## config.mk

```make
export PLATFORM = sky130hd
export DESIGN_NAME = acc_alu
export DESIGN_NICKNAME = d
export VERILOG_FILES = /design/src/rtl/acc_alu_pkg.sv /design/src/rtl/acc_alu_addsub.sv /design/src/rtl/acc_alu_bitops.sv /design/src/rtl/acc_alu_muldiv.sv /design/src/rtl/acc_alu.sv
export SDC_FILE = /design/constraint.sdc
export NUM_CORES = 1
export LEC_CHECK = 0
export ABC_AREA = 1
export BUFFER_PORTS_ARGS = -buffer_cell sky130_fd_sc_hd__buf_2
export CAP_MARGIN = 15
export CORE_MARGIN = 2
export CORE_UTILIZATION = 36
export CTS_CLUSTER_DIAMETER = 150
export CTS_CLUSTER_SIZE = 24
export DETAILED_ROUTE_END_ITERATION = 10
export PLACE_DENSITY = 0.52
export SYNTH_ARGS = -nofsm -noshare
export SYNTH_HDL_FRONTEND = slang
export SYNTH_SLANG_ARGS = --single-unit
```

## constraint.sdc

```tcl
create_clock -name clk -period 4.95 [get_ports clk]
set_input_delay 0.495 -clock clk [delete_from_list [all_inputs] [get_ports clk]]
set_output_delay 0.495 -clock clk [all_outputs]
set_load 0.005 [all_outputs]
```

## src/rtl/acc_alu_pkg.sv

```systemverilog
package acc_alu_pkg;
  localparam int DATA_W = 8;
  localparam int NIB_W  = DATA_W / 2;

  typedef logic [DATA_W-1:0] byte_t;

  typedef enum logic [3:0] {
    OP_ADD  = 4'd0,  OP_ADDC = 4'd1,  OP_SUBB = 4'd2,  OP_INC  = 4'd3,
    OP_DEC  = 4'd4,  OP_DA   = 4'd5,  OP_MUL  = 4'd6,  OP_DIV  = 4'd7,
    OP_AND  = 4'd8,  OP_OR   = 4'd9,  OP_XOR  = 4'd10, OP_RL   = 4'd11,
    OP_RR   = 4'd12, OP_RLC  = 4'd13, OP_RRC  = 4'd14, OP_SWAP = 4'd15
  } alu_op_e;

  typedef struct packed {
    logic cy;
    logic ac;
    logic ov;
  } alu_flags_t;

  typedef struct packed {
    byte_t      val;
    alu_flags_t fl;
  } alu_res_t;

  // binary sum with carry-in; flags from bit 3 and bit 7
  function automatic alu_res_t add_bytes(byte_t a, byte_t s, logic cin);
    logic [NIB_W:0]  lo;
    logic [DATA_W:0] full;
    alu_res_t r;
    lo    = {1'b0, a[NIB_W-1:0]} + {1'b0, s[NIB_W-1:0]} + {{NIB_W{1'b0}}, cin};
    full  = {1'b0, a} + {1'b0, s} + {{DATA_W{1'b0}}, cin};
    r.val = full[DATA_W-1:0];
    r.fl.cy = full[DATA_W];
    r.fl.ac = lo[NIB_W];
    r.fl.ov = (a[DATA_W-1] == s[DATA_W-1]) && (r.val[DATA_W-1] != a[DATA_W-1]);
    return r;
  endfunction

  // difference with borrow-in; top bit of the widened result is the borrow
  function automatic alu_res_t sub_bytes(byte_t a, byte_t s, logic bin);
    logic [NIB_W:0]  lo;
    logic [DATA_W:0] full;
    alu_res_t r;
    lo    = {1'b0, a[NIB_W-1:0]} - {1'b0, s[NIB_W-1:0]} - {{NIB_W{1'b0}}, bin};
    full  = {1'b0, a} - {1'b0, s} - {{DATA_W{1'b0}}, bin};
    r.val = full[DATA_W-1:0];
    r.fl.cy = full[DATA_W];
    r.fl.ac = lo[NIB_W];
    r.fl.ov = (a[DATA_W-1] != s[DATA_W-1]) && (r.val[DATA_W-1] != a[DATA_W-1]);
    return r;
  endfunction

  // packed BCD correction after an addition
  function automatic alu_res_t decimal_adjust(byte_t a, alu_flags_t fin);
    logic [DATA_W:0] t;
    alu_res_t r;
    t = {1'b0, a};
    if (a[NIB_W-1:0] > 4'd9 || fin.ac) t = t + 9'h006;
    if (t[DATA_W-1:NIB_W] > 4'd9 || t[DATA_W] || fin.cy) t = t + 9'h060;
    r.val   = t[DATA_W-1:0];
    r.fl.cy = fin.cy | t[DATA_W];
    r.fl.ac = fin.ac;
    r.fl.ov = fin.ov;
    return r;
  endfunction
endpackage

```

## src/rtl/acc_alu_addsub.sv

```systemverilog
module acc_alu_addsub
  import acc_alu_pkg::*;
(
  input  alu_op_e    op,
  input  byte_t      a,
  input  byte_t      src,
  input  alu_flags_t fin,
  output alu_res_t   res,
  output logic       hit
);
  always_comb begin
    hit = 1'b1;
    res = '{val: a, fl: fin};
    unique case (op)
      OP_ADD:  res = add_bytes(a, src, 1'b0);
      OP_ADDC: res = add_bytes(a, src, fin.cy);
      OP_SUBB: res = sub_bytes(a, src, fin.cy);
      OP_INC:  res.val = a + byte_t'(1);
      OP_DEC:  res.val = a - byte_t'(1);
      default: hit = 1'b0;
    endcase
  end
endmodule

```

## src/rtl/acc_alu_bitops.sv

```systemverilog
module acc_alu_bitops
  import acc_alu_pkg::*;
(
  input  alu_op_e    op,
  input  byte_t      a,
  input  byte_t      src,
  input  alu_flags_t fin,
  output alu_res_t   res
);
  always_comb begin
    res = '{val: a, fl: fin};
    case (op)
      OP_AND:  res.val = a & src;
      OP_OR:   res.val = a | src;
      OP_XOR:  res.val = a ^ src;
      OP_RL:   res.val = {a[DATA_W-2:0], a[DATA_W-1]};
      OP_RR:   res.val = {a[0], a[DATA_W-1:1]};
      OP_RLC: begin
        res.val    = {a[DATA_W-2:0], fin.cy};
        res.fl.cy  = a[DATA_W-1];
      end
      OP_RRC: begin
        res.val    = {fin.cy, a[DATA_W-1:1]};
        res.fl.cy  = a[0];
      end
      OP_SWAP: res.val = {a[NIB_W-1:0], a[DATA_W-1:NIB_W]};
      OP_DA:   res = decimal_adjust(a, fin);
      default: res = '{val: a, fl: fin};
    endcase
  end
endmodule

```

## src/rtl/acc_alu_muldiv.sv

```systemverilog
module acc_alu_muldiv #(
  parameter int W      = 8,
  parameter int CYCLES = 4
) (
  input  logic         clk,
  input  logic         rst_n,
  input  logic         go,
  input  logic         is_div,
  input  logic [W-1:0] opa,
  input  logic [W-1:0] opb,
  output logic         busy,
  output logic         last_step,
  output logic         div_mode,
  output logic         div_zero,
  output logic [W-1:0] res_lo,
  output logic [W-1:0] res_hi
);
  localparam int STEPS = W / CYCLES;
  localparam int CW    = $clog2(CYCLES + 1);

  logic          busy_q, div_q;
  logic [CW-1:0] cnt_q;
  logic [W-1:0]  hi_q, lo_q, m_q;
  logic [W-1:0]  hi_n, lo_n;

  // STEPS iterations of shift-add (multiply) or restoring subtract (divide)
  always_comb begin
    logic [W:0]   h;
    logic [W-1:0] l;
    h = {1'b0, hi_q};
    l = lo_q;
    for (int i = 0; i < STEPS; i++) begin
      if (div_q) begin
        h = {h[W-1:0], l[W-1]};
        l = {l[W-2:0], 1'b0};
        if (h >= {1'b0, m_q}) begin
          h    = h - {1'b0, m_q};
          l[0] = 1'b1;
        end
      end else begin
        if (l[0]) h = h + {1'b0, m_q};
        l = {h[0], l[W-1:1]};
        h = {1'b0, h[W:1]};
      end
    end
    hi_n = h[W-1:0];
    lo_n = l;
  end

  always_ff @(posedge clk or negedge rst_n) begin
    if (!rst_n) begin
      busy_q <= 1'b0;
      div_q  <= 1'b0;
      cnt_q  <= '0;
      hi_q   <= '0;
      lo_q   <= '0;
      m_q    <= '0;
    end else if (busy_q) begin
      hi_q  <= hi_n;
      lo_q  <= lo_n;
      cnt_q <= cnt_q - CW'(1);
      if (cnt_q == CW'(1)) busy_q <= 1'b0;
    end else if (go) begin
      busy_q <= 1'b1;
      div_q  <= is_div;
      cnt_q  <= CW'(CYCLES);
      hi_q   <= '0;
      lo_q   <= opa;
      m_q    <= opb;
    end
  end

  assign busy      = busy_q;
  assign last_step = busy_q && (cnt_q == CW'(1));
  assign div_mode  = div_q;
  assign div_zero  = div_q && (m_q == '0);
  assign res_lo    = lo_n;
  assign res_hi    = hi_n;
endmodule

```

## src/rtl/acc_alu.sv

```systemverilog
module acc_alu
  import acc_alu_pkg::*;
#(
  parameter int MD_CYCLES = 4
) (
  input  logic       clk,
  input  logic       rst_n,
  input  logic       start,
  input  logic [3:0] op,
  input  logic [7:0] a_in,
  input  logic [7:0] src_in,
  input  logic [7:0] b_in,
  input  logic       cy_in,
  input  logic       ac_in,
  input  logic       ov_in,
  output logic [7:0] a_out,
  output logic [7:0] b_out,
  output logic       cy_out,
  output logic       ac_out,
  output logic       ov_out,
  output logic       par_out,
  output logic       busy,
  output logic       done
);
  alu_op_e    op_e;
  alu_flags_t fin;
  alu_res_t   as_res, bo_res, sel_res;
  logic       as_hit;

  logic       is_md, accept, single_go, md_go;
  logic       md_busy, md_last, md_div, md_dz, md_dz_fin;
  byte_t      md_lo, md_hi;

  byte_t      a_q, b_q;
  alu_flags_t fl_q;
  logic       done_q, md_ac_q;

  assign op_e      = alu_op_e'(op);
  assign fin       = '{cy: cy_in, ac: ac_in, ov: ov_in};
  assign is_md     = (op_e == OP_MUL) || (op_e == OP_DIV);
  assign accept    = start && !md_busy;
  assign single_go = accept && !is_md;
  assign md_go     = accept && is_md;
  assign md_dz_fin = md_last && md_div && md_dz;

  acc_alu_addsub u_addsub (
    .op(op_e), .a(a_in), .src(src_in), .fin(fin), .res(as_res), .hit(as_hit)
  );

  acc_alu_bitops u_bitops (
    .op(op_e), .a(a_in), .src(src_in), .fin(fin), .res(bo_res)
  );

  assign sel_res = as_hit ? as_res : bo_res;

  acc_alu_muldiv #(.W(DATA_W), .CYCLES(MD_CYCLES)) u_muldiv (
    .clk(clk), .rst_n(rst_n), .go(md_go), .is_div(op_e == OP_DIV),
    .opa(a_in), .opb(b_in), .busy(md_busy), .last_step(md_last),
    .div_mode(md_div), .div_zero(md_dz), .res_lo(md_lo), .res_hi(md_hi)
  );

  always_ff @(posedge clk or negedge rst_n) begin
    if (!rst_n) begin
      a_q     <= '0;
      b_q     <= '0;
      fl_q    <= '0;
      done_q  <= 1'b0;
      md_ac_q <= 1'b0;
    end else begin
      done_q <= 1'b0;
      if (single_go) begin
        a_q    <= sel_res.val;
        b_q    <= b_in;
        fl_q   <= sel_res.fl;
        done_q <= 1'b1;
      end else if (md_last) begin
        a_q     <= md_lo;
        b_q     <= md_hi;
        fl_q.cy <= 1'b0;
        fl_q.ac <= md_ac_q;
        fl_q.ov <= md_div ? md_dz : (|md_hi);
        done_q  <= 1'b1;
      end
      if (md_go) md_ac_q <= ac_in;
    end
  end

  assign a_out   = a_q;
  assign b_out   = b_q;
  assign cy_out  = fl_q.cy;
  assign ac_out  = fl_q.ac;
  assign ov_out  = fl_q.ov;
  assign par_out = ^a_q;
  assign busy    = md_busy;
  assign done    = done_q;
endmodule

```

==> impl_metrics.env <==
export IMPL_grt_use_met2=0.352
export IMPL_grt_use_met3=0.0550
export IMPL_gp_congestion=0.956
export IMPL_maxSlewViolCount=0
export IMPL_finalSetupViolCount=0
export IMPL_coreArea_sq_um=18100
export IMPL_antenna_found_initial=0
export IMPL_slew_headroom=0.470
export IMPL_grt_max_degree=51
export IMPL_syn_avg_cell_area_sq_um=6.66
export IMPL_num_io_pins=56
export IMPL_grt_most_used_layer="met1"
export IMPL_wl_per_cell_um=18.9
export IMPL_finalCritPeriodShare=0.905
export IMPL_status="finished, violations left"
export IMPL_cts_sinks=50
export IMPL_drive_above_1_share=0.123
export IMPL_die_w_um=140
export IMPL_numPortBuffers=55
export IMPL_cp_data_arrival_time_ns=4.64
export IMPL_die_area_sq_um=19600
export IMPL_synth_edf_count=0
export IMPL_cts_root_buf="clkbuf_16"
export IMPL_fin_cells=1282
export IMPL_clk_latency_ns=0.30
export IMPL_cap_violations=0
export IMPL_hp_class="in2async"
export IMPL_worst_clock_skew_ns=0.00999
export IMPL_fin_nets=1168
export IMPL_drtIter0Drc=731
export IMPL_yosysWarnings=0
export IMPL_cp_required_ns=5.11
export IMPL_power_switching_w=0.00322
export IMPL_detailed_place_hpwl_mm=19.9
export IMPL_chipHeight_um=140
export IMPL_fin_area_sq_um=7370
export IMPL_synth_nets=1116
export IMPL_wirelength_mm=24.2
export IMPL_violations="design-rule violations"
export IMPL_placed_cells=1274
export IMPL_rsz0062_at_grt="no"
export IMPL_routed_via_density=5.50
export IMPL_cellLeakagePower_nw=3.68
export IMPL_clock_power_share=0.071
export IMPL_synth_area_sq_um=6660
export IMPL_worst_pin_slew_ns=0.792
export IMPL_peakVddDrop_uv=291
export IMPL_yosysSeqAreaShare=0.188
export IMPL_switching_share=0.565
export IMPL_first_pass_iters=9
export IMPL_htree_levels=2
export IMPL_rows=49
export IMPL_synthCells=1000
export IMPL_drcViolationCount=2
export IMPL_cts_buffer_depth=2
export IMPL_finalPower_w=0.00570
export IMPL_critPathMaxFanout=12
export IMPL_max_freq_mhz=223
export IMPL_grt_first_pass_wirelength_mm=38.1
export IMPL_setup_tns_ns=0
export IMPL_end_kind="register"
export IMPL_grt_pass1_vias=6676
export IMPL_ys_flop_type="dfrtp_1"
export IMPL_cp_start_kind="register"
export IMPL_post_dp_cell_area_sq_um=7190
export IMPL_cts_tree="yes"
export IMPL_clk_pin_slew_ns=0.08
export IMPL_grt_use_met1=0.392
export IMPL_cts_buffers=5
export IMPL_p_int_w=0.00248
export IMPL_ys_ff_latch=50
export IMPL_final_hold_viol_count=0
export IMPL_grt_ovfl_total=0
export IMPL_num_antenna_cells=0
export IMPL_period_minus_slack_ns=4.48
export IMPL_postCtsSetupRepairBufs=0
export IMPL_ant_nets=0
export IMPL_initial_core_util=0.368
export IMPL_worstSetupPathType="reg2reg"
export IMPL_power_density_nw_per_um2=773
export IMPL_yosys_cell_types_count=54
export IMPL_p_comb_frac=0.781
export IMPL_via_count=7053
export IMPL_postSynth_asyncResetShare=1.00
export IMPL_track_usage=0.249
export IMPL_seqPwrFrac=0.147
export IMPL_area_growth_pct=10.6
## cell usage after synthesis, types with 5 or more instances
| master | count | area share |
|---|---|---|
| o211ai_1 | 17 | 0.019 |
| dfrtp_1 | 50 | 0.19 |
| or2_2 | 7 | 0.0066 |
| a221oi_1 | 8 | 0.011 |
| o21ai_0 | 75 | 0.056 |
| a31oi_1 | 7 | 0.0066 |
| inv_1 | 143 | 0.081 |
| nand4_1 | 19 | 0.018 |
| o2111ai_1 | 7 | 0.0092 |
| ha_1 | 74 | 0.14 |
| o21a_1 | 5 | 0.0056 |
| xor2_1 | 17 | 0.022 |
| nor3_1 | 8 | 0.0060 |
| nand2_1 | 243 | 0.14 |
| nor2_1 | 60 | 0.034 |
| a21oi_1 | 56 | 0.042 |
| xnor2_1 | 15 | 0.020 |
| inv_2 | 9 | 0.0051 |
| clkbuf_1 | 13 | 0.0073 |
| a21oi_2 | 7 | 0.0092 |
| nand3_2 | 5 | 0.0075 |
| fa_1 | 8 | 0.024 |
| o22ai_1 | 18 | 0.017 |
| nor2_2 | 13 | 0.012 |
| nand3_1 | 56 | 0.042 |
| o21ai_1 | 10 | 0.0075 |
## stage by stage
step | hold slack [ns] | util | setup slack, ns
4_1_cts | 0.338 | 0.407 | 0.476
2_1_floorplan | 0.199 | - | 1.27
6_report | 0.301 | 0.408 | 0.468
5_1_grt | 0.369 | 0.408 | 0.0648
3_3_place_gp | 0.466 | 0.398 | 0.635
3_5_place_dp | 0.476 | 0.398 | 0.500
## cell type report
type / count / area [sq um]
clock inverters: 3 / 45.0
fillers: 1932 / 10700
well taps: 229 / 287
repair buffers: 64 / 343
multi-input cells: 778 / 4750
clock buffers: 5 / 125
inverters: 153 / 574
flip-flops and latches: 50 / 1250
## placed cells by master, fill, tap and decap left out, types with 8 or more instances in the layout
cell	synthesis	layout
o21ai_0	75	75
o211ai_1	17	17
a221oi_1	8	8
nand4_1	19	19
dfrtp_1	50	50
inv_2	9	9
nor2_1	60	60
o21ai_1	10	10
inv_1	143	143
buf_4	0	9
nand3_1	56	56
buf_2	3	55
xnor2_1	15	15
nor3_1	8	8
o22ai_1	18	18
a21oi_1	56	56
fa_1	8	8
ha_1	74	74
nand2_1	243	243
nor2_2	13	13
xor2_1	17	17
## sequential cells by signal, indices dropped and copies added (netlist names), 3 cells and up
register / flops
u_muldiv.lo_q: 8
u_muldiv.hi_q: 8
u_muldiv.m_q: 8
u_muldiv.cnt_q: 3
a_out: 8
b_out: 8
## metal layers
layer | part of all wire | vias up
met5 | 0 | -
met4 | 0.0095 | 0
li1 | - | 3464
met2 | 0.41 | 241
met3 | 0.076 | 14
met1 | 0.51 | 3334
## repair_timing
item | in CTS | in global routing
endpoints found under the setup margin | 0 | 1
gates resized for setup | 0 | 1
hold buffers | 0 | 0
## final timing paths
path	start	end	slack, ns	depth (start not counted)
max in group asynchronous	rst_n	u_muldiv.hi_q[2]	4.17	2
min reg2reg	md_ac_q	md_ac_q	0.50	2
max	u_muldiv.m_q[1]	b_out[7]	0.47	22
max reg2reg	u_muldiv.m_q[1]	b_out[7]	0.47	22
min	rst_n	u_muldiv.m_q[5]	0.30	2
min in group clk	b_in[7]	u_muldiv.m_q[7]	0.45	3
## critical path: stages (launching register included)
cell and delay [ns]:
dfrtp_1 0.52, inv_1 0.22, ha_1 0.37, nand2_1 0.08, nor2_2 0.05, nand3_2 0.14
nand4_4 0.24, nand2_1 0.12, nand3_1 0.10, nand2_1 0.18, inv_1 0.12, ha_1 0.36
a21oi_1 0.17, o21ai_1 0.13, nand2_1 0.09, nand2_1 0.11, a211oi_4 0.38, nand2_1 0.25
nand3_1 0.12, nand2_1 0.08, o21ai_0 0.25, buf_4 0.19, o211ai_1 0.09
## power groups by stage
stage / Combinational [W] / Sequential, W / Clock (W)
after global routing: 0.00495 / 0.000871 / 0.000434
after CTS: 0.00437 / 0.000836 / 0.000414
final: 0.00445 / 0.000840 / 0.000407
after floorplan: 0.00325 / 0.000764 / 0
after global placement: 0.00443 / 0.000841 / 0
after detailed placement: 0.00433 / 0.000843 / 0
## cells by family after synthesis
kind of cell	share of synthesized area
AOI/OAI and AO/OA	0.211
xor gates and xnor gates	0.0470
adders and majority gates	0.163
buffers and inverters	0.101
DFF	0.188
and+or+nand+nor	0.290
Power figures use the tool's default switching activity.
